==> config.mk <==
export PLATFORM = sky130hd
export DESIGN_NAME = pxu_unpack
export DESIGN_NICKNAME = d
export VERILOG_FILES = /design/src/rtl/pxu_pkg.sv /design/src/rtl/pxu_line_count.sv /design/src/rtl/pxu_word_hold.sv /design/src/rtl/pxu_pick.sv /design/src/rtl/pxu_format.sv /design/src/rtl/pxu_unpack.sv
export SDC_FILE = /design/constraint.sdc
export NUM_CORES = 1
export LEC_CHECK = 0
export ABC_AREA = 1
export CAP_MARGIN = 0
export CORE_UTILIZATION = 53
export DETAILED_ROUTE_END_ITERATION = 16
export GPL_TIMING_DRIVEN = 0
export PLACE_DENSITY = 0.83
export SLEW_MARGIN = 20
export SYNTH_ARGS = -nofsm -noshare
export SYNTH_HDL_FRONTEND = slang
export SYNTH_SLANG_ARGS = --single-unit
==> constraint.sdc <==
create_clock -name clk -period 7.15 [get_ports clk]
set_clock_uncertainty 0.1 [all_clocks]
set_input_delay 1.7875 -clock clk [delete_from_list [all_inputs] [get_ports clk]]
set_output_delay 1.7875 -clock clk [all_outputs]
set_load 0.02 [all_outputs]
==> src/rtl/pxu_pkg.sv <==
package pxu_pkg;

  localparam int PXU_WORD_W = 32;
  localparam int PXU_LG_W   = 3;
  localparam int PXU_SLOT_W = 5;

  // Depth code to log2(bits per pixel); codes above 5 fold to 32 bpp.
  function automatic logic [PXU_LG_W-1:0] depth_lg(input logic [2:0] code);
    return (code > 3'd5) ? 3'd5 : code;
  endfunction

  // Index of the last pixel slot in one word.
  function automatic logic [PXU_SLOT_W-1:0] slot_top(input logic [PXU_LG_W-1:0] lg);
    logic [5:0] n;
    n = (6'd32 >> lg) - 6'd1;
    return n[PXU_SLOT_W-1:0];
  endfunction

  // Bit position of slot k; the ordering modes are an XOR on the
  // slot-aligned bits of the natural position.
  function automatic logic [PXU_SLOT_W-1:0] bit_offset(
    input logic [PXU_SLOT_W-1:0] k,
    input logic [PXU_LG_W-1:0]   lg,
    input logic                  be_byte,
    input logic                  be_pix
  );
    logic [PXU_SLOT_W-1:0] base;
    logic [PXU_SLOT_W-1:0] above;
    logic [PXU_SLOT_W-1:0] flip;
    base  = k << lg;
    above = 5'b11111 << lg;
    if (be_byte)
      flip = above;
    else if (be_pix && (lg < 3'd3))
      flip = above & 5'b00111;
    else
      flip = '0;
    return base ^ flip;
  endfunction

  function automatic logic [PXU_WORD_W-1:0] field_mask(input logic [PXU_LG_W-1:0] lg);
    logic [5:0] bpp;
    bpp = 6'd1 << lg;
    if (lg >= 3'd5)
      return '1;
    return (32'd1 << bpp) - 32'd1;
  endfunction

  function automatic logic [31:0] line_bytes_calc(
    input logic [31:0]          cols,
    input logic [PXU_LG_W-1:0]  lg
  );
    if (lg < 3'd3)
      return cols >> (3'd3 - lg);
    return cols << (lg - 3'd3);
  endfunction

  function automatic logic [7:0] widen5(input logic [4:0] f);
    return {f, 3'b000};
  endfunction

endpackage

==> src/rtl/pxu_line_count.sv <==
module pxu_line_count #(
  parameter int COLS_W = 12
) (
  input  logic              clk,
  input  logic              rst_n,
  input  logic              fire,
  input  logic [COLS_W-1:0] cols,
  output logic              line_last
);

  logic [COLS_W-1:0] col_q;
  logic [COLS_W-1:0] col_end;

  assign col_end   = cols - COLS_W'(1);
  assign line_last = (col_q == col_end);

  always_ff @(posedge clk) begin
    if (!rst_n)
      col_q <= '0;
    else if (fire)
      col_q <= line_last ? '0 : col_q + COLS_W'(1);
  end

endmodule

==> src/rtl/pxu_word_hold.sv <==
module pxu_word_hold
  import pxu_pkg::*;
(
  input  logic                  clk,
  input  logic                  rst_n,
  input  logic [PXU_LG_W-1:0]   lg,
  input  logic                  in_valid,
  input  logic [PXU_WORD_W-1:0] in_data,
  output logic                  in_ready,
  input  logic                  out_ready,
  input  logic                  line_last,
  output logic                  full,
  output logic [PXU_WORD_W-1:0] word,
  output logic [PXU_SLOT_W-1:0] slot,
  output logic                  word_done,
  output logic                  fire
);

  logic take;

  assign word_done = full && ((slot == slot_top(lg)) || line_last);
  assign fire      = full && out_ready;
  assign in_ready  = !full || (out_ready && word_done);
  assign take      = in_valid && in_ready;

  always_ff @(posedge clk) begin
    if (!rst_n) begin
      full <= 1'b0;
      word <= '0;
      slot <= '0;
    end else if (take) begin
      full <= 1'b1;
      word <= in_data;
      slot <= '0;
    end else if (fire) begin
      if (word_done) begin
        full <= 1'b0;
        slot <= '0;
      end else begin
        slot <= slot + PXU_SLOT_W'(1);
      end
    end
  end

endmodule

==> src/rtl/pxu_pick.sv <==
module pxu_pick
  import pxu_pkg::*;
(
  input  logic [PXU_WORD_W-1:0] word,
  input  logic [PXU_SLOT_W-1:0] slot,
  input  logic [PXU_LG_W-1:0]   lg,
  input  logic                  be_byte,
  input  logic                  be_pix,
  output logic [PXU_WORD_W-1:0] raw
);

  logic [PXU_SLOT_W-1:0] off;

  always_comb begin
    off = bit_offset(slot, lg, be_byte, be_pix);
    raw = (word >> off) & field_mask(lg);
  end

endmodule

==> src/rtl/pxu_format.sv <==
module pxu_format
  import pxu_pkg::*;
(
  input  logic [PXU_WORD_W-1:0] raw,
  input  logic [PXU_LG_W-1:0]   lg,
  input  logic                  bgr,
  output logic [7:0]            index,
  output logic                  is_index,
  output logic [23:0]           rgb
);

  logic [7:0] f_lo, f_mid, f_hi;

  always_comb begin
    if (lg == 3'd4) begin
      f_lo  = widen5(raw[4:0]);
      f_mid = widen5(raw[9:5]);
      f_hi  = widen5(raw[14:10]);
    end else begin
      f_lo  = raw[7:0];
      f_mid = raw[15:8];
      f_hi  = raw[23:16];
    end
    if (lg <= 3'd3) begin
      is_index = 1'b1;
      index    = raw[7:0];
      rgb      = '0;
    end else begin
      is_index = 1'b0;
      index    = '0;
      rgb      = bgr ? {f_hi, f_mid, f_lo} : {f_lo, f_mid, f_hi};
    end
  end

endmodule

==> src/rtl/pxu_unpack.sv <==
module pxu_unpack
  import pxu_pkg::*;
#(
  parameter int COLS_W = 12
) (
  input  logic              clk,
  input  logic              rst_n,
  input  logic [2:0]        cfg_depth,
  input  logic              cfg_be_byte,
  input  logic              cfg_be_pix,
  input  logic              cfg_bgr,
  input  logic [COLS_W-1:0] cfg_cols,
  input  logic              in_valid,
  input  logic [31:0]       in_data,
  output logic              in_ready,
  output logic              out_valid,
  input  logic              out_ready,
  output logic [7:0]        out_index,
  output logic              out_is_index,
  output logic [23:0]       out_rgb,
  output logic              out_eol,
  output logic [COLS_W+1:0] line_bytes
);

  localparam int LB_W = COLS_W + 2;

  logic [PXU_LG_W-1:0]   lg;
  logic                  line_last;
  logic                  full;
  logic [PXU_WORD_W-1:0] word;
  logic [PXU_SLOT_W-1:0] slot;
  logic                  word_done;
  logic                  fire;
  logic [PXU_WORD_W-1:0] raw;
  logic [31:0]           lb_full;

  assign lg = depth_lg(cfg_depth);

  pxu_word_hold u_hold (
    .clk       (clk),
    .rst_n     (rst_n),
    .lg        (lg),
    .in_valid  (in_valid),
    .in_data   (in_data),
    .in_ready  (in_ready),
    .out_ready (out_ready),
    .line_last (line_last),
    .full      (full),
    .word      (word),
    .slot      (slot),
    .word_done (word_done),
    .fire      (fire)
  );

  pxu_line_count #(.COLS_W(COLS_W)) u_line (
    .clk       (clk),
    .rst_n     (rst_n),
    .fire      (fire),
    .cols      (cfg_cols),
    .line_last (line_last)
  );

  pxu_pick u_pick (
    .word    (word),
    .slot    (slot),
    .lg      (lg),
    .be_byte (cfg_be_byte),
    .be_pix  (cfg_be_pix),
    .raw     (raw)
  );

  pxu_format u_fmt (
    .raw      (raw),
    .lg       (lg),
    .bgr      (cfg_bgr),
    .index    (out_index),
    .is_index (out_is_index),
    .rgb      (out_rgb)
  );

  assign out_valid  = full;
  assign out_eol    = full && line_last;
  assign lb_full    = line_bytes_calc(32'(cfg_cols), lg);
  assign line_bytes = lb_full[LB_W-1:0];

endmodule

# After elaboration in Yosys (flattened, before gate mapping)
# Cells that the tools add are included.
# word_totals
ff_bits	50
input_bits	54
word_cells	63
# classes
addsub	7
order_cmp	4
n_eq_ne	3
shift	8
mux	21
n_bitwise	3
reduce_logical	13
# ops
operator	n
$mux 24	4
$mux 8	4
$shr 32x5->24	1
$mux 14	2
$and 24x24->24	1
$shl 1x6->24 const A	1
$sub 24x1->24 const B	1
$shl 12x3->14	1
$shr 12x3->14	1
$add 12x1->12 const B	1
$eq 12x12->1	1
$mux 12	1
$sub 12x1->12 const B	1
$mux 5	2
$logic_and 1x1->1	6
$mux 1	6
$mux 3	2
$shl 1x3->6 const A	1
$shr 6x3->5 const A	1
$add 5x1->5 const B	1
$eq 5x5->1	1
$shl 5x3->5	1
$shl 5x3->5 const A	1
$sub 5x1->5 const B	1
other kinds (14)	16

# Longest topological paths before layout
# depth
word_depth	12
mapped_depth	19
depth_no_buf	18

# Modules after synthesis
# A second synthesis with hierarchy kept.
# unflattened
cells_unflattened	1257
hier_area_um2	6885.4
# modules_own_cells
module	n_inst	cells_per_inst	area_each_um2	seq_area_each_um2
pxu_pick	1	499	2247.2	0.0
pxu_word_hold	1	284	2015.7	760.7
pxu_line_count	1	170	1173.6	240.2
pxu_unpack	1	158	794.5	0.0
pxu_format	1	146	654.4	0.0

# Worst setup path after synthesis
# No wires, ideal clock.
# synth_timing
kind	in2out
startpoint	input cfg_depth[2]
endpoint	output in_ready
arrival_ns	4.328
t_required_ns	5.262
path_slack_ns	0.935
cell_stages	14
n_path_buf	4
cell_sequence	buf_4 -> inv_2 -> buf_2 -> nor2_1 -> clkinv_1 -> clkbuf_1 -> ha_1 -> xnor2_1 -> nor4_1 -> o21ai_1 -> nand2_2 -> nand3_2 -> nand2_2 -> buf_4
# synth_via
elab_chain_cells	9
# synth_rtl
item	line	source
from (decl)	pxu_unpack.sv:8	input logic [2:0] cfg_depth,
$gt 3x3->1	pxu_pkg.sv:9	return (code > 3'd5) ? 3'd5 : code;
$mux 3 (*)	pxu_pkg.sv:9	
$shr 6x3->5 (*)	pxu_pkg.sv:15	n = (6'd32 >> lg) - 6'd1;
$sub 5x1->5 (*)	pxu_pkg.sv:15	
$eq 5x5->1 (*)	pxu_word_hold.sv:21	assign word_done = full && ((slot == slot_top(lg)) || line_last);
$logic_or 1x1->1 (*)	pxu_word_hold.sv:21	
$logic_and 1x1->1 (*)	pxu_word_hold.sv:21	
$logic_and 1x1->1 (*)	pxu_word_hold.sv:23	assign in_ready = !full || (out_ready && word_done);
$logic_or 1x1->1 (*)	pxu_word_hold.sv:23	
to (decl)	pxu_unpack.sv:15	output logic in_ready,
# Every way passes the cells marked *; elsewhere a longest branch is shown, timed or not.

# Final worst setup path
# layout_timing
startpoint	input cfg_depth[0]
endpoint	output out_rgb[1]
# layout_via
elab_chain_cells	12
# layout_rtl
item	line	source
$gt 3x3->1	pxu_pkg.sv:9	
$mux 3 (*)	pxu_pkg.sv:9	
$lt 3x2->1	pxu_pkg.sv:34	else if (be_pix && (lg < 3'd3))
$logic_and 1x1->1	pxu_pkg.sv:34	
$mux 3	pxu_pkg.sv:34	
$mux 5	pxu_pkg.sv:32	if (be_byte)
$xor 5x5->5	pxu_pkg.sv:38	return base ^ flip;
$shr 32x5->24	pxu_pick.sv:16	raw = (word >> off) & field_mask(lg);
$and 24x24->24	pxu_pick.sv:16	
$mux 8	pxu_format.sv:15	if (lg == 3'd4) begin
$mux 24	pxu_format.sv:31	rgb = bgr ? {f_hi, f_mid, f_lo} : {f_lo, f_mid, f_hi};
$mux 24 (*)	pxu_format.sv:24	if (lg <= 3'd3) begin
to (decl)	pxu_unpack.sv:20	output logic [23:0] out_rgb,
# Marked as above.

==> flow_metrics.py <==
metrics = {
    "logic_synthesis": {
        "synth_nets": 1177,
        "synth_cell_types": 54,
        "synth_area_mm2": 0.00617,
        "syn_inst": 1116,
        "yosysWarnings": 0,
        "yosys_register_bits": 50,
        "synth_flop_cell": "dfxtp_1",
        "syn_avg_cell_area_um2": 5.53,
        "synth_edf_count": 0,
        "synthArstFlopShare_pct": 0,
        "synth-seq-area-share_pct": 16.2,
    },
    "global_route": {
        "grt_pass1_wl_um": 34200,
        "grt_max_degree": 18,
        "grt_pass1_vias": 6923,
        "grt_use_total_pct": 36.4,
        "overflow": 0,
        "antenna_found_initial": 0,
    },
    "detailed_routing": {
        "drtIter0Drc": 913,
        "dr.pass1.iters": 6,
        "drt_wl_total_um": 21200,
        "antenna_left": 0,
        "drc_errors": 0,
        "wl_per_cell_um": 15.5,
        "viasPerCell": 5.75,
        "vias": 7866,
    },
    "cells_and_area": {
        "final_cells": 1367,
        "finalNetCount": 1284,
        "finish.utilization_pct": 66.5,
        "area_growth_pct": 22.6,
        "final_cell_area_mm2": 0.00756,
        "layout-drive-gt1-share_pct": 7.92,
        "antenna_cells": 0,
    },
    "setup_path": {
        "cp_data_arrival_time_ns": 5.15,
        "worst-path-max-fanout": 10,
        "crit_buf_inv": 4,
        "cp-end-kind": "output port",
        "reg2reg_depth": 14,
        "critPathSlowestCell": "clkdlybuf4s50_1",
        "rrSetupSlack_ns": 4.79,
        "cp_cell_sequence": "clkdlybuf4s50_1, inv_4, nand2_4, nor2_4, clkbuf_1, nand3_1, nand3_1, nand3_1, nand2_1, nand2_1, nand3_1, nand4_1, a21boi_1, clkdlybuf4s50_1",
        "reg2reg_from": "u_line.col_q[5]",
        "crit_top_cell": "nand3_1",
        "crit_type": "input pin to output port",
        "critPathRequiredTime_ns": 5.26,
        "rr_endpoint": "u_hold.word[16]",
        "critPathTopFamily": "buffers and inverters",
        "critPathMaxStageDelay_ns": 0.64,
        "cp-start-kind": "input pin",
    },
    "timing": {
        "worst_slack_ns": 0.111,
        "period_share_pct": 98.4,
        "whs_ns": 0.383,
        "fmax_mhz": 142,
        "setup_tns_ns": 0,
        "grt_setup_unrepaired": "yes",
        "tightestPinTransition_ns": 0.841,
        "slew_violations": 0,
        "hold_violations": 0,
        "maxSlewHeadroom_pct": 43.5,
        "finalSetupViolCount": 0,
        "finalCriticalPeriod_ns": 7.04,
    },
    "cts": {
        "cts_tree": "built",
        "post-cts-setup-buffer-count": 0,
        "insertion_delay_ns": 0.30,
        "cts_hold_buf": 0,
        "cts_buffers": 5,
        "cts_root_buffer": "clkbuf_16",
        "clockBufferDepth": 2,
        "cts_sinks": 50,
        "clk_pin_slew_ns": 0.07,
        "ctsHtreeMaxLevel": 2,
    },
    "hold_path": {
        "hold_end": "u_hold.word[4]",
        "hp-class": "flop to flop",
        "min_path_cells": 2,
        "worstHoldStart": "u_hold.word[4]",
    },
    "die": {
        "fp.dieH_um": 110,
        "fp.dieW_um": 110,
        "io_pins": 104,
        "start_util_pct": 54.3,
        "dieArea_mm2": 0.0121,
        "core_region_area_mm2": 0.0114,
        "num_rows": 39,
    },
    "pwr": {
        "leakagePower_nw": 3.59,
        "pwr_density_cell_mw_per_mm2": 152,
        "finalPower_mw": 1.15,
        "peakVddDrop_v": 0.000116,
    },
    "status": {
        "outcome": "finished, final reports clean",
    },
    "place": {
        "placed_area_mm2": 0.00735,
        "hpwlAfterDp_um": 17000,
        "place.detailed.instances": 1359,
        "portBuffers": 100,
        "gp_congestion": 1.02,
        "pre_cts_slack_ns": -0.629,
    },
    "job": {
        "drv_cap": 0,
    },
}
-- synth_stat cells, types with 7 or more instances --
cell type / number / area, um^2
inv_1: 120 / 450
buf_2: 18 / 90.1
ha_1: 7 / 87.6
o21ai_0: 39 / 195
dfxtp_1: 50 / 1000
nand3_1: 275 / 1380
o21ai_1: 11 / 55.1
nand4_1: 12 / 75.1
inv_2: 11 / 41.3
nor3_1: 16 / 80.1
buf_4: 14 / 105
nor2_1: 118 / 443
clkbuf_1: 14 / 52.6
nand2_1: 276 / 1040
xor2_1: 26 / 228
nand2_2: 7 / 43.8
a21oi_1: 19 / 95.1
-- what timing repair did --
action / in CTS / in global routing
pin swaps: 0 / 0
gates resized for setup: 6 / 6
cloned: 0 / 0
endpoints found under the setup margin: 1 / 11
endpoints found under the hold margin: 0 / 0
-- flip-flops by register name, indices dropped and copies added, names as in the netlist --
signal / flops
u_hold.full: 1
u_hold.slot: 5
u_hold.word: 32
u_line.col_q: 12
-- worst max path at each step --
stage / startpoint / end / slack (ns) / cells past startpoint
6_report: cfg_depth[0] / out_rgb[1] / 0.11 / 14
5_1_grt: cfg_depth[0] / out_rgb[1] / -0.01 / 14
4_1_cts: cfg_depth[1] / out_rgb[12] / 0.12 / 18
3_5_place_dp: cfg_depth[0] / in_ready / -0.63 / 15
3_3_place_gp: cfg_depth[0] / in_ready / -0.60 / 15
2_1_floorplan: cfg_depth[2] / in_ready / 0.93 / 14
-- worst register-to-register path, delay by kind of cell (launching register included) --
kind	cells	cell delay, ns
XOR/XNOR	1	0.31
buffers and inverters	1	0.22
flip-flops	1	0.35
AND/OR/NAND/NOR	12	1.27
-- area by class of cell --
class | count | area, um^2
clock inverters | 3 | 47.5
well taps | 143 | 179
fillers | 1097 | 3810
clock buffers | 5 | 125
plain buffers | 54 | 302
multi-input cells | 879 | 4400
inverters | 133 | 505
flip-flops and latches | 50 | 1000
repair buffers | 100 | 1000
-- power breakdown --
| part | internal, mW | switching, mW |
|---|---|---|
| Clock | 0.168 | 0.115 |
| Combinational | 0.208 | 0.353 |
| Sequential | 0.294 | 0.0127 |
| Total | 0.669 | 0.481 |
-- layer usage --
metal | share of wire, % | GRT usage (%) | vias to the layer above
met4 | 2.4 | 10.7 | 0
met1 | 45 | 52.3 | 3490
li1 | - | - | 3878
met3 | 11 | 8.36 | 41
met2 | 41 | 53.5 | 457
met5 | 0 | 0 | -
-- cell families after synthesis --
| family | Yosys count | share of synthesized area, % |
|---|---|---|
| simple gates | 733 | 53.5 |
| buf+inv | 187 | 13.0 |
| compound gates | 104 | 10.2 |
| flops | 50 | 16.2 |
| xor+xnor | 34 | 5.56 |
| fa+ha+maj | 7 | 1.42 |
| other cells | 1 | 0.0608 |
-- cell usage in the layout, fill, tap and decap left out, types with 3 or more instances in the layout --
cell | Yosys | final
nand3_2 | 3 | 3
ha_1 | 7 | 6
nand2_4 | 5 | 5
nor2_1 | 118 | 116
or2_2 | 5 | 5
o221ai_1 | 5 | 5
o22ai_1 | 6 | 6
nor2_2 | 3 | 3
nand2_2 | 7 | 7
a21boi_1 | 3 | 3
a21oi_1 | 19 | 19
buf_1 | 5 | 5
nor3_1 | 16 | 16
o21ai_0 | 39 | 39
buf_4 | 14 | 14
nand3_1 | 275 | 275
nand2_1 | 276 | 276
clkdlybuf4s50_1 | 0 | 99
dfxtp_1 | 50 | 50
inv_1 | 120 | 120
buf_2 | 18 | 19
nor2_4 | 4 | 6
o21ai_1 | 11 | 11
xnor2_1 | 5 | 4
inv_2 | 11 | 10
nand4_1 | 12 | 12
xor2_1 | 26 | 26
o211ai_1 | 6 | 6
clkbuf_16 | 0 | 5
clkbuf_1 | 14 | 13
buf_6 | 3 | 3
Power figures use the tool's default switching activity.
